--- src/rtl/winwdog_pkg.sv ---
// Shared types and constants for the windowed watchdog.
// Assumes a 12-bit counter and a 28-bit mode field image.
package winwdog_pkg;
    localparam int CNT_W = 12;
    localparam int KEY_W = 8;
    localparam logic [KEY_W-1:0] RESTART_KEY = 8'hA5;
    localparam logic [CNT_W-1:0] CNT_MAX = '1;

    // Mode register image, bits [27:0] of a mode write.
    typedef struct packed {
        logic [CNT_W-1:0] window;
        logic             idle_en;
        logic             dbg_en;
        logic             rst_en;
        logic             irq_en;
        logic [CNT_W-1:0] reload;
    } mode_t;

    localparam int MODE_W = $bits(mode_t);
endpackage

--- src/rtl/winwdog_presc.sv ---
// Prescaler: emits a one-cycle tick every DIV clocks.
// Assumes DIV >= 2. The clear input restarts the division, and halt freezes it.
module winwdog_presc #(
    parameter int DIV = 128
) (
    input  logic clk,
    input  logic rst_n,
    input  logic clr,
    input  logic halt,
    output logic tick
);
    localparam int PW = (DIV > 2) ? $clog2(DIV) : 1;
    localparam logic [PW-1:0] LAST = PW'(DIV - 1);

    logic [PW-1:0] pcnt;

    // Division counter, wrapping at LAST.
    always_ff @(posedge clk) begin
        if (!rst_n)
            pcnt <= '0;
        else if (clr)
            pcnt <= '0;
        else if (!halt)
            pcnt <= (pcnt == LAST) ? '0 : pcnt + 1'b1;
    end

    // Tick on the last phase unless frozen or cleared.
    always_comb tick = !halt && !clr && (pcnt == LAST);

    assert_presc_freeze_R10: assert property (@(posedge clk) disable iff (!rst_n)
        (halt && !clr) |=> $stable(pcnt));
endmodule

--- src/rtl/winwdog_count.sv ---
// Down counter with reload. Underflow is a tick taken while at zero.
// Assumes load and tick come from separate logic, and load wins.
module winwdog_count
    import winwdog_pkg::*;
(
    input  logic             clk,
    input  logic             rst_n,
    input  logic             load,
    input  logic [CNT_W-1:0] load_val,
    input  logic             tick,
    output logic [CNT_W-1:0] cnt,
    output logic             underflow
);
    // Underflow event for the status logic.
    always_comb underflow = tick && !load && (cnt == '0);

    // Counter state update.
    always_ff @(posedge clk) begin
        if (!rst_n)
            cnt <= CNT_MAX;
        else if (load || underflow)
            cnt <= load_val;
        else if (tick)
            cnt <= cnt - 1'b1;
    end
endmodule

--- src/rtl/winwdog_regs.sv ---
// Register decode: keyed restart, write-once mode register, status flags.
// Assumes one write per cycle, selected by wr_sel.
module winwdog_regs
    import winwdog_pkg::*;
(
    input  logic             clk,
    input  logic             rst_n,
    input  logic             wr_en,
    input  logic             wr_sel,
    input  logic [31:0]      wr_data,
    input  logic             rd_clr,
    input  logic             unf_evt,
    input  logic [CNT_W-1:0] cnt,
    output mode_t            mode_q,
    output logic             restart,
    output logic             mode_load,
    output logic             unf_flag,
    output logic             err_flag
);
    logic locked;
    logic err_evt;
    logic bad_ctrl;

    // Decode of control and mode writes.
    always_comb begin
        restart   = wr_en && !wr_sel && (wr_data[31:24] == RESTART_KEY) && wr_data[0];
        bad_ctrl  = wr_en && !wr_sel && !restart;
        mode_load = wr_en && wr_sel && !locked;
        err_evt   = restart && (cnt > mode_q.window);
    end

    // Mode register, writable once after reset.
    always_ff @(posedge clk) begin
        if (!rst_n) begin
            mode_q <= '{window: CNT_MAX, idle_en: 1'b0, dbg_en: 1'b0,
                        rst_en: 1'b0, irq_en: 1'b0, reload: CNT_MAX};
            locked <= 1'b0;
        end else if (mode_load) begin
            mode_q <= mode_t'(wr_data[MODE_W-1:0]);
            locked <= 1'b1;
        end
    end

    // Status flags: a fault sets its flag and has priority over the clear.
    always_ff @(posedge clk) begin
        if (!rst_n) begin
            unf_flag <= 1'b0;
            err_flag <= 1'b0;
        end else begin
            if (unf_evt)     unf_flag <= 1'b1;
            else if (rd_clr) unf_flag <= 1'b0;
            if (err_evt)     err_flag <= 1'b1;
            else if (rd_clr) err_flag <= 1'b0;
        end
    end

    assert_mode_locked_R7: assert property (@(posedge clk) disable iff (!rst_n)
        (locked && wr_en && wr_sel) |=> $stable(mode_q));
    assert_early_restart_R5: assert property (@(posedge clk) disable iff (!rst_n)
        err_evt |=> err_flag);
    assert_bad_key_R4: assert property (@(posedge clk) disable iff (!rst_n)
        (bad_ctrl && !rd_clr) |=> (err_flag == $past(err_flag)));
    assert_underflow_flag_R2: assert property (@(posedge clk) disable iff (!rst_n)
        unf_evt |=> unf_flag);
endmodule

--- src/rtl/winwdog.sv ---
// Windowed watchdog top: ties the prescaler, counter and register decode together.
// Assumes the slow clock is the system clock and reset is synchronous.
module winwdog
    import winwdog_pkg::*;
#(
    parameter int PRESC_DIV = 128
) (
    input  logic             clk,
    input  logic             rst_n,
    input  logic             wr_en,
    input  logic             wr_sel,
    input  logic [31:0]      wr_data,
    input  logic             rd_clr,
    input  logic             dbg_halt,
    input  logic             idle_halt,
    output logic             unf_flag,
    output logic             err_flag,
    output logic             irq,
    output logic             wdt_rst,
    output logic [CNT_W-1:0] cnt_value
);
    mode_t            mode_q;
    logic             restart, mode_load, tick, unf_evt, halt, load;
    logic [CNT_W-1:0] load_val;

    // Halt gating, reload source selection and fault outputs.
    always_comb begin
        halt     = (mode_q.dbg_en && dbg_halt) || (mode_q.idle_en && idle_halt);
        load     = restart || mode_load;
        load_val = mode_load ? wr_data[CNT_W-1:0] : mode_q.reload;
        irq      = mode_q.irq_en && (unf_flag || err_flag);
        wdt_rst  = mode_q.rst_en && (unf_flag || err_flag);
    end

    winwdog_presc #(.DIV(PRESC_DIV)) u_presc (
        .clk(clk), .rst_n(rst_n), .clr(load), .halt(halt), .tick(tick)
    );

    winwdog_count u_count (
        .clk(clk), .rst_n(rst_n), .load(load), .load_val(load_val),
        .tick(tick), .cnt(cnt_value), .underflow(unf_evt)
    );

    winwdog_regs u_regs (
        .clk(clk), .rst_n(rst_n), .wr_en(wr_en), .wr_sel(wr_sel),
        .wr_data(wr_data), .rd_clr(rd_clr), .unf_evt(unf_evt), .cnt(cnt_value),
        .mode_q(mode_q), .restart(restart), .mode_load(mode_load),
        .unf_flag(unf_flag), .err_flag(err_flag)
    );

    assert_restart_reload_R3: assert property (@(posedge clk) disable iff (!rst_n)
        restart |=> (cnt_value == $past(mode_q.reload)));
    assert_halt_freeze_R10: assert property (@(posedge clk) disable iff (!rst_n)
        (halt && !load) |=> $stable(cnt_value));
endmodule

--- config.mk ---
export PLATFORM = sky130hd
export DESIGN_NAME = winwdog
export DESIGN_NICKNAME = d
export VERILOG_FILES = /design/src/rtl/winwdog_pkg.sv /design/src/rtl/winwdog_presc.sv /design/src/rtl/winwdog_count.sv /design/src/rtl/winwdog_regs.sv /design/src/rtl/winwdog.sv
export SDC_FILE = /design/constraint.sdc
export NUM_CORES = 1
export LEC_CHECK = 0
export BUFFER_PORTS_ARGS = -buffer_cell sky130_fd_sc_hd__buf_2
export CORE_MARGIN = 10
export CORE_UTILIZATION = 25
export DETAILED_ROUTE_END_ITERATION = 12
export SLEW_MARGIN = 20
export SYNTH_ARGS = -nofsm -noshare
export SYNTH_HDL_FRONTEND = slang
export SYNTH_SLANG_ARGS = --single-unit
--- constraint.sdc ---
create_clock -name clk -period 2.65 [get_ports clk]
set_clock_uncertainty 0.15 [all_clocks]
set_input_delay 0.3975 -clock clk [delete_from_list [all_inputs] [get_ports clk]]
set_output_delay 0.3975 -clock clk [all_outputs]
set_load 0.02 [all_outputs]
## Word level (Yosys, flattened, before mapping)

Cells that the tools add are included.

| word-level totals | value |
|---|---|
| register bits after elaboration | 50 |
| memories | 0 |
| ROM bits | 0 |
| input bits | 39 |
| output and inout bits | 16 |
| latch bits | 0 |
| word-level logic and storage cells | 51 |
| RAM bits | 0 |

| cells by class | value |
|---|---|
| shifts and indexed selects | 0 |
| multiply operators | 0 |
| equal/unequal tests | 2 |
| $add $sub $neg | 2 |
| reduce and logical (&&, ||, !) cells | 27 |
| magnitude comparators | 1 |
| muxes and demuxes | 7 |
| div/mod/pow operators | 0 |
| bitwise gates (word level) | 1 |

Operator list:

| kind | number |
|---|---|
| $mux 12 | 3 |
| $logic_and 1x1->1 | 14 |
| $gt 12x12->1 | 1 |
| $logic_not 12->1 | 1 |
| $sub 12x1->12 const B | 1 |
| $eq 8x8->1 const B | 1 |
| $add 7x1->7 const B | 1 |
| $eq 7x7->1 const B | 1 |
| $mux 7 | 1 |
| $reduce_bool 2->1 | 3 |
| $logic_not 1->1 | 4 |
| $logic_or 1x1->1 | 4 |
| $mux 1 | 3 |
| $reduce_or 2->1 | 1 |
| $not 1->1 | 1 |

## Depth between registers and ports, before layout

Gate-level depths: netlist of the first run.

| depth | value |
|---|---|
| word-level depth | 12 |
| depth in mapped cells | 8 |

## Hierarchy

From an unflattened synthesis of the first run, not the netlist that was laid out.

| unflattened totals | value |
|---|---|
| cell total of the unflattened synthesis | 303 |
| area, all modules | 2695.1 um2 |

By module, submodules not included:

| module | cells each | times used | area an instance (um2) |
|---|---|---|---|
| winwdog_regs | 173 | 1 | 1421.4 |
| winwdog_count | 80 | 1 | 732.0 |
| winwdog_presc | 33 | 1 | 331.6 |
| winwdog | 17 | 1 | 210.2 |

## Least setup slack after synthesis of the first run

OpenSTA, ideal clock, no wires.

| timing | value |
|---|---|
| path type | flip-flop to flip-flop |
| from | reg u_count.cnt[5] |
| to | reg u_regs.err_flag |
| cell stages (with the launch flop) | 8 |
| clock period less this slack | 1978 ps |
| library setup time | 132 ps |
| arrival | 1696 ps |
| path slack | 672 ps |
| cell sequence | dfxtp_1 -> ha_1 -> a21o_1 -> a21o_1 -> a21oi_1 -> nor2_1 -> a2111oi_0 -> o31ai_1 |

| on the way | value |
|---|---|
| longest elaborated chain between the ends | 3 |

Ends and longest elaborated chain:

| element | RTL line | source |
|---|---|---|
| start: declaration | winwdog_count.sv:11 | `output logic [CNT_W-1:0] cnt,` |
| start signal: assignment | winwdog_count.sv:22 | `cnt <= load_val;` |
| start signal: assignment | winwdog_count.sv:24 | `cnt <= cnt - 1'b1;` |
| $gt 12x12->1 (*) | winwdog_regs.sv:29 | `err_evt = restart && (cnt > mode_q.window);` |
| $logic_and 1x1->1 (*) | winwdog_regs.sv:29 |  |
| $mux 1 or $reduce_bool 2->1 (tied branches) | - |  |
| end signal: assignment | winwdog_regs.sv:48 | `err_flag <= 1'b0;` |
| end signal: assignment | winwdog_regs.sv:52 | `if (err_evt) err_flag <= 1'b1;` |
| end signal: assignment | winwdog_regs.sv:53 | `else if (rd_clr) err_flag <= 1'b0;` |
| end: declaration | winwdog_regs.sv:18 | `output logic err_flag` |

Mark *: on every way between the ends. The rest lies on a longest branch, timed or not.
A chain may end at the register's enable or synchronous reset.

## Final worst setup path of the first run

| timing | value |
|---|---|
| from | reg u_count.cnt[7] |
| to | reg u_count.cnt[5] |

| on the way | value |
|---|---|
| longest elaborated chain between the ends | 4 |

Ends and longest elaborated chain:

| element | RTL line | source |
|---|---|---|
| $logic_not 12->1 (*) | winwdog_count.sv:15 | `always_comb underflow = tick && !load && (cnt == '0);` |
| $logic_and 1x1->1 (*) | winwdog_count.sv:15 |  |
| $logic_or 1x1->1 (*) | winwdog_count.sv:21 | `else if (load \|\| underflow)` |
| $mux 12 or $reduce_bool 2->1 (tied branches) | - |  |

Marks and branches as above.

==> results.tsv, run 1 <==
stage	metric	value	unit
global_route	vias in the first global route	2351	
synthesis	top post-synthesis cells by area	dfxtp_1, nand2_1, ha_1	
pwr	LEAKAGE	1.47	nW
sta	Total Neg Setup Slack	0	ns
clocking	Setup Fix Bufs, Post-CTS	0	
place	PortBufs	54	
sta	final worst-path setup slack	0.484	ns
sta	FMAX	0.462	GHz
hold_path	Hold Path Class	in2reg	
layout	Ant. Diodes	0	
place	Setup Slack @ Placement	0.463	ns
place	Detail Placement HPWL	5.67	mm
layout	layout cells sized above 1	22.2	%
synthesis	Ys Warns	0	
route	DRC	0	
critical_path	CP Buf/Inv Count	0	
pwr	Total Power	1.50	mW
sta	min cycle time layout	2.17	ns
sta	Slew headroom	57.2	%
route	vias post-DR	2297	
critical_path	launch point of the worst reg-to-reg path	u_count.cnt[7]	
hold_path	Hold Path Depth	3	
pwr	Pwr Density	489	mW/mm²
job	max-cap violations	0	
floorplanning	core area	0.0102	mm²
sta	Slew Viols, Final	0	
layout	Finished Core Util	30.1	%
critical_path	Critical Path AT	2.23	ns
critical_path	Setup CP Type	reg2reg	
hold_path	Hold Crit Start	wr_data[18]	
sta	Slew @ Worst Pin	0.639	ns
clocking	post-cts hold buffer count	0	
critical_path	CP required	2.72	ns
clocking	clock root cell	clkbuf_8	
clocking	clk_lat worst skew	0.30	ns
global_route	global-route wire length before repair	11.4	mm
layout	final non-filler cell total	487	
critical_path	R2R Setup Slk	0.48	ns
route	DR pass1 iterations	4	
synthesis	cell taking the most area after synthesis	dfxtp_1	
clocking	CTS sink count	50	
synthesis	Synth cell types	50	
sta	period utilization	81.8	%
synthesis	Yosys reg bits	50	
floorplanning	row count	37	
hold_path	Hold Path Sink	u_regs.mode_q[18]	
outcome	status	complete, no violations	
clocking	CTS Buf Count	5	
pwr	maximum vdd drop	0.189	mV
critical_path	CP Launch Type	register	
clocking	CTS HTree Levels	2	
clocking	clock-pin slew of the registers on the worst-case setup and hold paths	0.09	ns
critical_path	R2R depth	6	
sta	Setup-failing EPs final	0	
clocking	clk buf depth	2	
sta	RSZ-0062 raised after global routing	no	
critical_path	crit path max fanout	7	
layout	Area Overhead vs Synth	18.6	%
synthesis	number of flops mapped to enable cells by yosys	0	
synthesis	post-synthesis sequential area ratio	38.8	%
synthesis	syn nets	349	
synthesis	async set-reset flop share out of synthesis	0	%
critical_path	CP delay by family, top	simple AND/OR/NAND/NOR gates	
critical_path	Crit path largest cell delay	0.45	ns
place	final RePlAce weighted congestion	0.842	
synthesis	syn_area_per_cell	8.72	µm²
synthesis	Mapped Cells	296	
critical_path	Worst Setup End Kind	register	
synthesis	top-count cell post-synth	nand2_1	
critical_path	Crit-path slowest cell	or3_4	
floorplanning	total die area	0.0148	mm²
floorplanning	I/O pin count	55	
global_route	largest net degree at the start of global routing	27	
synthesis	top-area cell type share of the netlist area	38.8	%
synthesis	most frequent cells after synthesis	nand2_1, dfxtp_1, inv_1	
route	DRT iter0 DRCs	122	
clocking	post-cts sizing count	0	
route	routed length per instance	14.6	µm
global_route	initial antenna violation count	1	
route	DR vias/cell	4.72	
clocking	CTS tree	built	
place	dpl cells	479	
layout	Final nets	403	
global_route	total gr overflow	0	
synthesis	cell area after synthesis	0.00258	mm²
critical_path	r2r endpoint	u_count.cnt[5]	
floorplanning	initial core utilization	25.3	%
synthesis	top_reg_cell synth	dfxtp_1	
floorplanning	Die Ht	122	µm
sta	final hold vios	0	
route	routed wire length	7.13	mm
critical_path	CP cell instances	or3_4 -> nor4b_4 -> a31oi_1 -> nand3_1 -> nand2_1 -> a32oi_1	
floorplanning	Chip Width	122	µm
global_route	GRT Util Overall	9.52	%
route	Antenna Nets Post-Route	0	
## final cells by class
| cell class | instances | area (µm²) |
|---|---|---|
| clock inverters | 1 | 5.00 |
| inverters | 23 | 86.3 |
| fillers | 1096 | 7120 |
| flip-flops and latches | 50 | 1000 |
| multi-input cells | 209 | 1390 |
| well taps | 136 | 170 |
| repair buffers | 61 | 323 |
| clock buffers | 7 | 86.3 |
## worst max-delay path by stage
stage                               from         endpoint  slack [ns]  depth (start not counted)
after global placement          dbg_halt   u_count.cnt[1]        0.48                          7
after floorplan           u_count.cnt[5]  u_regs.err_flag        0.67                          7
final                     u_count.cnt[7]   u_count.cnt[5]        0.48                          6
after CTS                 u_count.cnt[7]   u_count.cnt[1]        0.50                          6
after detailed placement          wr_sel   u_count.cnt[5]        0.46                          7
after global routing      u_count.cnt[0]   u_count.cnt[5]        0.36                          7
## per-stage QoR
| stage | area (µm²) | hold WS, ns |
|---|---|---|
| 5_1_grt | 3060 | 0.176 |
| 3_3_place_gp | 2970 | 0.297 |
| 2_1_floorplan | 2580 | 0.286 |
| 6_report | 3060 | 0.163 |
| 4_1_cts | 3060 | 0.154 |
| 3_5_place_dp | 2970 | 0.311 |
## where the power goes
group	leakage [nW]	switching (mW)	internal, mW
combinational	1.01	0.128	0.101
sequential	0.409	0.0193	0.785
clock	0.0482	0.251	0.211
## cell usage in the layout, fill, tap and decap left out, types with 2 or more instances in the layout
cell | netlist | routed
ha_1 | 14 | 14
nor3_1 | 2 | 2
nor2b_1 | 2 | 2
and3_1 | 4 | 4
o41ai_1 | 2 | 2
nor2_1 | 12 | 12
a32oi_1 | 9 | 9
clkbuf_8 | 0 | 6
xor2_1 | 4 | 4
dfxtp_1 | 50 | 50
a21boi_0 | 5 | 5
buf_4 | 2 | 7
o21ai_0 | 3 | 3
nand2_1 | 62 | 62
buf_2 | 1 | 54
and4_1 | 2 | 2
nand3b_1 | 2 | 2
o21a_1 | 3 | 3
a21o_1 | 4 | 4
inv_1 | 23 | 23
nand4_1 | 8 | 8
mux2i_1 | 12 | 12
a21oi_1 | 4 | 4
nand3_1 | 12 | 12
nor4b_4 | 2 | 2
a31oi_1 | 2 | 2
o211ai_1 | 13 | 13
o31ai_1 | 2 | 2
o21ai_1 | 7 | 7
## tightest hold or removal path, cell delays in order
cell,delay [ns]
buf_2,0.07
nand2_1,0.04
o211ai_1,0.07
## cells by family after synthesis
family | Yosys count | share of synthesized area, %
simple gates | 117 | 23.1
xor+xnor | 5 | 1.70
mux | 12 | 4.65
compound gates | 61 | 17.6
fa+ha+maj | 14 | 6.79
buf+inv | 37 | 7.37
flops | 50 | 38.8
## metal layers
layer,global-route usage (%),part of all wire (%),vias up
li1,-,-,1160
met1,11.5,46,1079
met2,15.4,46,52
met3,2.82,7.1,6
met4,4.25,1.5,0
met5,0,0,-
## state kept, by name, indices dropped and copies added (netlist names)
register	count
u_regs.locked	1
u_count.cnt	12
u_presc.pcnt	7
u_regs.unf_flag	1
u_regs.err_flag	1
u_regs.mode_q	28
Power figures use the tool's default switching activity.
==> inputs of run 2 (changes only) <==
Clock period 2.65 ns to 2.1 ns, I/O delays scaled along.
==> run 2 against run 1 <==
Register-to-register slack worse by 0.39 ns. Clock-buffer cell count unchanged. Fmax up 8.0%. Critical path depth down 1. Sequential power up 25%. Routed wire length down 0.29%. Die area unchanged. Global-route usage down 0.16 points. Worst hold slack worse by 0.081 ns. First-iteration DRC count down 2.5%. Critical endpoint is now u_count.cnt[8].
==> results.tsv, run 2 (synthesis gave the netlist of run 1 again) <==
stage	metric	value	unit
clocking	CTS HTree Levels	2	
floorplanning	I/O pin count	55	
layout	biggest regs	u_regs.mode_q x28, u_count.cnt x12, u_presc.pcnt x7	
layout	fill count	1115	
floorplanning	core area	0.0102	mm²
hold_path	Hold Crit Start	wr_data[19]	
outcome	status	complete, no violations	
layout	most frequent cells in the layout	nand2_1, buf_2, dfxtp_1	
place	PortBufs	54	
hold_path	Hold Path Class	in2reg	
layout	Area Overhead vs Synth	20.8	%
route	DRT iter0 DRCs	119	
clocking	Setup Fix Bufs, Post-CTS	0	
critical_path	Setup CP Type	reg2reg	
clocking	CTS Buf Count	5	
layout	commonest non-fill, non-tap cell in the layout	nand2_1	
hold_path	Hold Path Depth	3	
layout	layout cells sized above 1	24.3	%
sta	Slew @ Worst Pin	0.437	ns
sta	Slew Viols, Final	0	
global_route	global-route wire length before repair	11.4	mm
layout	max reg flops	28	
clocking	clk buf depth	2	
clocking	post-cts hold buffer count	0	
global_route	largest net degree at the start of global routing	24	
global_route	vias in the first global route	2350	
floorplanning	Chip Width	122	µm
route	DR pass1 iterations	4	
place	dpl cells	487	
layout	Reg with most FFs	u_regs.mode_q	
route	DRC	0	
critical_path	launch point of the worst reg-to-reg path	u_count.cnt[7]	
place	final RePlAce weighted congestion	0.801	
critical_path	Critical Path AT	2.08	ns
sta	min cycle time layout	2.01	ns
clocking	clk_lat worst skew	0.30	ns
floorplanning	row count	37	
route	vias post-DR	2320	
place	Detail Placement HPWL	5.67	mm
sta	Setup-failing EPs final	0	
sta	hold slack	0.0820	ns
sta	FMAX	0.498	GHz
layout	final non-filler cell total	495	
sta	Slew headroom	70.9	%
layout	Final nets	411	
pwr	maximum vdd drop	0.296	mV
critical_path	crit path max fanout	23	
critical_path	CP Launch Type	register	
critical_path	CP required	2.17	ns
sta	period utilization	95.5	%
clocking	CTS sink count	50	
pwr	Pwr Density	595	mW/mm²
floorplanning	total die area	0.0148	mm²
sta	final hold vios	0	
critical_path	R2R depth	5	
global_route	total gr overflow	0	
clocking	clock-pin slew of the registers on the worst-case setup and hold paths	0.09	ns
pwr	LEAKAGE	1.50	nW
job	max-cap violations	0	
route	routed wire length	7.10	mm
critical_path	r2r endpoint	u_count.cnt[8]	
route	DR vias/cell	4.69	
hold_path	Hold Path Sink	u_regs.mode_q[19]	
global_route	GRT Util Overall	9.36	%
floorplanning	initial core utilization	25.3	%
critical_path	Worst Setup End Kind	register	
global_route	initial antenna violation count	1	
critical_path	R2R Setup Slk	0.09	ns
route	Antenna Nets Post-Route	0	
route	routed length per instance	14.4	µm
clocking	CTS tree	built	
floorplanning	Die Ht	122	µm
clocking	clock root cell	clkbuf_8	
sta	RSZ-0062 raised after global routing	yes	
==> run 2: cell count changes in the layout (fill, tap and decap cells not counted) <==
| cell | before | now |
|---|---|---|
| dfxtp_2 | 0 | 2 |
| clkbuf_1 | 1 | 2 |
| a2111oi_0 | 1 | 0 |
| diode_2 | 0 | 1 |
| a2111oi_2 | 0 | 1 |
| clkbuf_8 | 6 | 5 |
| buf_4 | 7 | 15 |
| dfxtp_1 | 50 | 48 |
| clkinv_2 | 1 | 0 |
==> run 2: timing repair <==
action | in CTS | in global routing
endpoints found under the setup margin | 1 | 5
hold endpoints to repair | 0 | 0
pin swaps | 0 | 2
gates cloned | 0 | 0
resized for setup | 2 | 2
==> run 2: layout make-up <==
cell class	count	area, µm²	share of cell area, %
Sequential cell	50	1000	32.2
Antenna cell	1	2.50	0.0803
Clock buffer	7	76.3	2.45
Multi-Input combinational cell	209	1400	44.8
Inverter	23	86.3	2.77
Timing Repair Buffer	69	383	12.3
Tap cell	136	170	5.46
==> run 2: power by group <==
part / switching, mW / total (mW) / internal (mW)
sequential: 0.0222 / 1.01 / 0.991
clock: 0.296 / 0.526 / 0.230
combinational: 0.175 / 0.315 / 0.140
total: 0.494 / 1.86 / 1.36
==> run 2: stage by stage <==
stage | TNS (ns) | area, µm² | setup slack [ns] | util, % | total power, mW
floorplan | 0 | 2580 | 0.122 | - | 1.24
global placement | -0.158 | 3030 | -0.158 | 29.8 | 1.33
detailed placement | -0.257 | 3030 | -0.257 | 29.8 | 1.35
CTS | 0 | 3110 | 0.0132 | 30.6 | 1.88
global route | -0.0112 | 3120 | -0.00711 | 30.6 | 1.96
finish | 0 | 3120 | 0.0937 | 30.6 | 1.86
==> run 2: how the worst max path moves through the flow <==
| stage | startpoint | to | slack, ns | cells past startpoint |
|---|---|---|---|---|
| after CTS | u_count.cnt[1] | u_regs.err_flag | 0.01 | 7 |
| after global placement | u_count.cnt[1] | u_regs.err_flag | -0.16 | 7 |
| after floorplan | u_count.cnt[5] | u_regs.err_flag | 0.12 | 7 |
| final | u_count.cnt[7] | u_count.cnt[8] | 0.09 | 5 |
| after global routing | u_count.cnt[7] | u_count.cnt[3] | -0.007 | 5 |
| after detailed placement | u_count.cnt[1] | u_regs.err_flag | -0.26 | 7 |
==> run 2: worst max-delay path: stages, from the launching register on <==
cell,delay (ns)
dfxtp_1,0.32
or3_4,0.41
nor4b_4,0.33
a31o_4,0.37
o21ai_1,0.12
a32oi_1,0.21
==> run 2: per-layer routing <==
| layer | part of all wire (%) | vias to the layer above | global-route usage (%) |
|---|---|---|---|
| met5 | 0 | - | 0 |
| met4 | 1.8 | 0 | 3.43 |
| met3 | 7.8 | 11 | 3.10 |
| met2 | 44 | 59 | 14.9 |
| met1 | 46 | 1079 | 11.6 |
| li1 | - | 1171 | - |
